[config.mk]
export PLATFORM = sky130hd
export DESIGN_NAME = mdio_master
export DESIGN_NICKNAME = d
export VERILOG_FILES = /design/src/rtl/mdio_master.sv
export SDC_FILE = /design/constraint.sdc
export NUM_CORES = 1
export LEC_CHECK = 0
export CORE_MARGIN = 1
export CORE_UTILIZATION = 51
export DETAILED_ROUTE_END_ITERATION = 7
export MAX_ROUTING_LAYER = met4
export PLACE_DENSITY = 0.8
export SYNTH_ARGS = -nofsm -noshare
export SYNTH_HDL_FRONTEND = slang
export SYNTH_SLANG_ARGS = --single-unit
[constraint.sdc]
create_clock -name clk -period 1.7 [get_ports clk]
set_clock_uncertainty 0.05 [all_clocks]
set_input_delay 0.17 -clock clk [delete_from_list [all_inputs] [get_ports clk]]
set_output_delay 0.17 -clock clk [all_outputs]
set_load 0.1 [all_outputs]
[src/rtl/mdio_master.sv]
module mdio_master #(
  parameter int DIV = 4
) (
  input  logic        clk,
  input  logic        rst_n,
  input  logic        req,
  input  logic        wr,
  input  logic [4:0]  phy_addr,
  input  logic [4:0]  reg_addr,
  input  logic [15:0] wdata,
  output logic        busy,
  output logic        done,
  output logic [15:0] rdata,
  output logic        ack_ok,
  output logic        mdc,
  output logic        mdio_o,
  output logic        mdio_oe,
  input  logic        mdio_i
);
  localparam int CW = (DIV > 1) ? $clog2(DIV) : 1;
  localparam logic [CW-1:0] CMAX = CW'(DIV - 1);

  typedef enum logic [2:0] {S_IDLE, S_CMD, S_TAIL, S_TA, S_DATA, S_END} st_t;

  st_t         st;
  logic [CW-1:0] cnt;
  logic        ph;
  logic [6:0]  nleft;
  logic [63:0] sh;
  logic [15:0] rd;
  logic        ack;
  logic        is_wr;

  assign busy    = (st != S_IDLE);
  assign mdc     = ph;
  assign mdio_oe = (st == S_CMD) || (st == S_TAIL);
  assign mdio_o  = mdio_oe & sh[63];

  always_ff @(posedge clk or negedge rst_n) begin
    if (!rst_n) begin
      st     <= S_IDLE;
      cnt    <= '0;
      ph     <= 1'b0;
      nleft  <= '0;
      sh     <= '0;
      rd     <= '0;
      ack    <= 1'b0;
      is_wr  <= 1'b0;
      done   <= 1'b0;
      ack_ok <= 1'b0;
      rdata  <= 16'hFFFF;
    end else begin
      done <= 1'b0;
      if (st == S_IDLE) begin
        if (req) begin
          st    <= S_CMD;
          cnt   <= '0;
          ph    <= 1'b0;
          is_wr <= wr;
          nleft <= wr ? 7'd64 : 7'd46;
          sh    <= wr ? {32'hFFFF_FFFF, 2'b01, 2'b01, phy_addr, reg_addr, 2'b10, wdata}
                      : {32'hFFFF_FFFF, 2'b01, 2'b10, phy_addr, reg_addr, 18'h0};
        end
      end else if (cnt != CMAX) begin
        cnt <= cnt + 1'b1;
      end else begin
        cnt <= '0;
        case (st)
          S_CMD:
            if (!ph) ph <= 1'b1;
            else begin
              ph <= 1'b0;
              sh <= {sh[62:0], 1'b0};
              if (nleft == 7'd1) st <= S_TAIL;
              else nleft <= nleft - 1'b1;
            end
          S_TAIL: st <= S_TA;
          S_TA:
            if (!ph) ph <= 1'b1;
            else begin
              ph <= 1'b0;
              if (is_wr) begin
                st     <= S_IDLE;
                done   <= 1'b1;
                ack_ok <= 1'b0;
              end else begin
                ack   <= ~mdio_i;
                st    <= S_DATA;
                nleft <= 7'd16;
              end
            end
          S_DATA:
            if (!ph) ph <= 1'b1;
            else begin
              ph <= 1'b0;
              rd <= {rd[14:0], mdio_i};
              if (nleft == 7'd1) st <= S_END;
              else nleft <= nleft - 1'b1;
            end
          S_END:
            if (!ph) ph <= 1'b1;
            else begin
              ph     <= 1'b0;
              st     <= S_IDLE;
              done   <= 1'b1;
              ack_ok <= ack;
              rdata  <= ack ? rd : 16'hFFFF;
            end
          default: st <= S_IDLE;
        endcase
      end
    end
  end
endmodule


==> flow_summary_export.csv <==
group,metric,value,unit
routing,via_count,5118,
die,die-height,102,um
setup_path,r2r_cells,8,
timing,worst_pin_slew,581,ps
die,rows,36,
synthesis,synthFlopType,"dfrtp_1",
placed_design,globalplace.congestion,0.925,
routing,post_drt_via_cell_ratio,6.35,
timing,rsz0062_at_grt,"true",
setup_path,cp_cell_sequence,"buf_6, buf_6, and3_4, o21ai_4, buf_6, clkbuf_16, clkbuf_16, o21ai_1",
routing,drt_iter0_drc,420,
cells_and_area,layout_commonest_cell,"dfrtp_1",
global_route,grt_use_total,0.302,
timing,hold_viol,0,
pwr,finalPower,0.0186,W
die,coreArea,9730,um^2
clock_tree,clk_pin_slew,60,ps
cells_and_area,finalNetCount,694,
pwr,ir_drop,1340,uV
cells_and_area,n_antenna_cell,0,
synthesis,synthXorXnorAreaFrac,0.00343,
synthesis,yosysWarnings,0,
placed_design,dp_slack,-67.6,ps
setup_path,required,2050,ps
clock_tree,cts_buffer_depth,2,
synthesis,syn_avg_cell_area,9.35,um^2
status,status,"complete, but fails checks",
global_route,grt_max_degree,81,
die,dieArea,10400,um^2
status,violations,"setup timing",
clock_tree,root_buffer,"clkbuf_8",
setup_path,r2r_end,"sh[61]",
timing,slew_violations,0,
synthesis,synth_edf_count,0,
global_route,grt_pass1_vias,4564,
clock_tree,cts_sinks,113,
synthesis,synth_area_leader_cell,"dfrtp_1",
pwr,power.internal,0.0102,W
timing,hold_ws,191,ps
synthesis,synth_top_area_share,0.476,
timing,maxSlewHeadroom,0.613,
pwr,power.share.sequential,0.260,
hold_path,hp-class,"primary input to asynchronous set/reset pin",
placed_design,io_buffers,52,
routing,drtAntennaViolNets,0,
synthesis,synth_mux_area_frac,0.0324,
pwr,p_clk_frac,0.186,
synthesis,ys_seq_area_frac,0.558,
routing,wl,18800,um
synthesis,synth_top_family_by_area,"compound AO/OA/AOI/OAI gates",
setup_path,slowest_stage,"dfrtp_2",
synthesis,postSynthCellCount,546,
setup_path,slowest_delay,460,ps
synthesis,synth_compound_area_frac,0.174,
cells_and_area,layout_common_cells,"94 x dfrtp_1, 61 x nand2_1, 53 x nor2_1, 45 x o21ai_2, 42 x buf_4",
synthesis,synth_area,5100,um^2
die,initial_core_util,0.524,
routing,drt_first_pass_iters,5,
pwr,cellLeakagePower,3.51,nW
synthesis,synth_cell_types,53,
clock_tree,clk-insertion-delay-late,540,ps
global_route,grt_overflow,0,
setup_path,reg2reg_from,"st[0]",
setup_path,reg2reg_slack,-220,ps
pwr,p_switching,0.00838,W
timing,setup_violations,79,
pwr,p_sw_frac,0.451,
timing,min_period_over_period,1.13,
cells_and_area,final_core_util,0.836,
setup_path,cp_max_fo,8,
synthesis,synth_simple_gate_area_share,0.166,
synthesis,synth_fa_ha_area_frac,0.00736,
timing,period_needed,1920,ps
run,maxCapViolCount,0,
clock_tree,cts_inserted_buffers,17,
cells_and_area,final_layout_size_suffix_gt1_frac,0.418,
die,die_w,102,um
routing,drc,0,
timing,fmax,520,MHz
setup_path,path_class,"flip-flop to flip-flop",
timing,final.setup.worst_slack,-222,ps
routing,wl_per_cell,23.3,um
clock_tree,cts_tree,"built",
global_route,antenna_found_initial,0,
placed_design,hpwl,7560,um
global_route,grt_pass1_wl,22600,um
setup_path,cp-end-kind,"flip-flop",
synthesis,yosys-top-cells-area,"dfrtp_1 48%, dfstp_2 8.2%, o21ai_1 7.9%, nand2_1 6.8%, nor2_1 4.1%",
synthesis,ys_ff_latch,113,
die,io_pins,53,
cells_and_area,area.growth.synth_to_final,59.5,%
pwr,p_comb_frac,0.554,
synthesis,synth-async-reset-ratio,1.00,
clock_tree,htreeDepth,4,
setup_path,cp.arrival,2270,ps
setup_path,start_kind,"flip-flop",
pwr,powerDensity,2280,nW/um^2
setup_path,worst_path_most_repeated_cell,"buf_6",
synthesis,synth_nets,580,
## sequential cells by signal (all words and copies together), names as in the netlist
signal / count
mdc: 1
cnt: 2
rdata: 16
rd: 16
nleft: 7
done: 1
ack: 1
st: 3
is_wr: 1
sh: 64
ack_ok: 1
## cell families after synthesis
kind of cell | Yosys count
multiplexers | 16
XOR/XNOR | 2
AND/OR/NAND/NOR | 193
flip-flops | 113
AO/OA/AOI/OAI | 153
buffers and inverters | 66
adder cells (fa/ha/maj) | 3
## worst max-delay path: cells and delay by family (launching register included)
kind | cells | cell delay [ps]
flip-flops | 1 | 460
AO/OA/AOI/OAI | 2 | 390
buffers and inverters | 5 | 730
AND/OR/NAND/NOR | 1 | 160
## layer usage
metal  track usage  wire (um)  vias to the layer above  part of all wire
met4         0.177       1360                        0             0.072
met2         0.501       9340                      341              0.50
met1         0.335       6680                     2535              0.36
li1              -          -                     2114                 -
met5             -          0                        -                 0
met3        0.0657       1400                      128             0.074
## what timing repair did
| item | 4_1_cts | 5_1_grt |
|---|---|---|
| pin swaps | 12 | 47 |
| setup endpoints to repair | 74 | 92 |
| cloned | 8 | 11 |
| hold endpoints to repair | 97 | 0 |
| buffers inserted | 17 | 7 |
| hold buffers | 2 | 0 |
| resized for setup | 38 | 127 |
## power groups by stage
stage	Combinational [W]	Sequential (W)	Clock [W]
final	0.0103	0.00484	0.00345
after global routing	0.0107	0.00490	0.00356
after CTS	0.00824	0.00459	0.00337
after detailed placement	0.00705	0.00461	0
after global placement	0.00683	0.00455	0
after floorplan	0.00328	0.00592	0
## synthesized netlist by cell type (6+ instances only)
cell      number
o21ai_1       81
inv_1         24
buf_2         12
nor2_1        56
clkbuf_1      19
mux2i_1       12
a21oi_1       22
a31oi_1       17
dfrtp_1       97
nand2_1       93
dfstp_2       16
and3_1        16
a211oi_1       6
## worst max path at each step
stage,startpoint,end,slack [ps]
6_report,st[0],sh[61],-220
5_1_grt,st[0],sh[53],-300
4_1_cts,st[0],mdio_o,-190
3_5_place_dp,nleft[0],nleft[4],-70
3_3_place_gp,req,nleft[3],-50
2_1_floorplan,st[1],mdio_o,-240
## stage by stage
stage / std cells / area, um^2 / setup TNS [ps]
floorplan: 546 / 5200 / -244
global route: 806 / 8140 / -15460
global placement: 732 / 6260 / -75.0
detailed placement: 732 / 6260 / -980
finish: 806 / 8140 / -11040
CTS: 789 / 7330 / -1170
## final cells by class
type                    count  area [um^2]
flip-flops and latches    113         2850
inverters                  25         93.8
repair buffers            136         1900
clock buffers              17          414
clock inverters            15          145
fillers                   459         1590
well taps                 133          166
multi-input cells         367         2570
No activity file was read; power rests on OpenSTA's default activity.
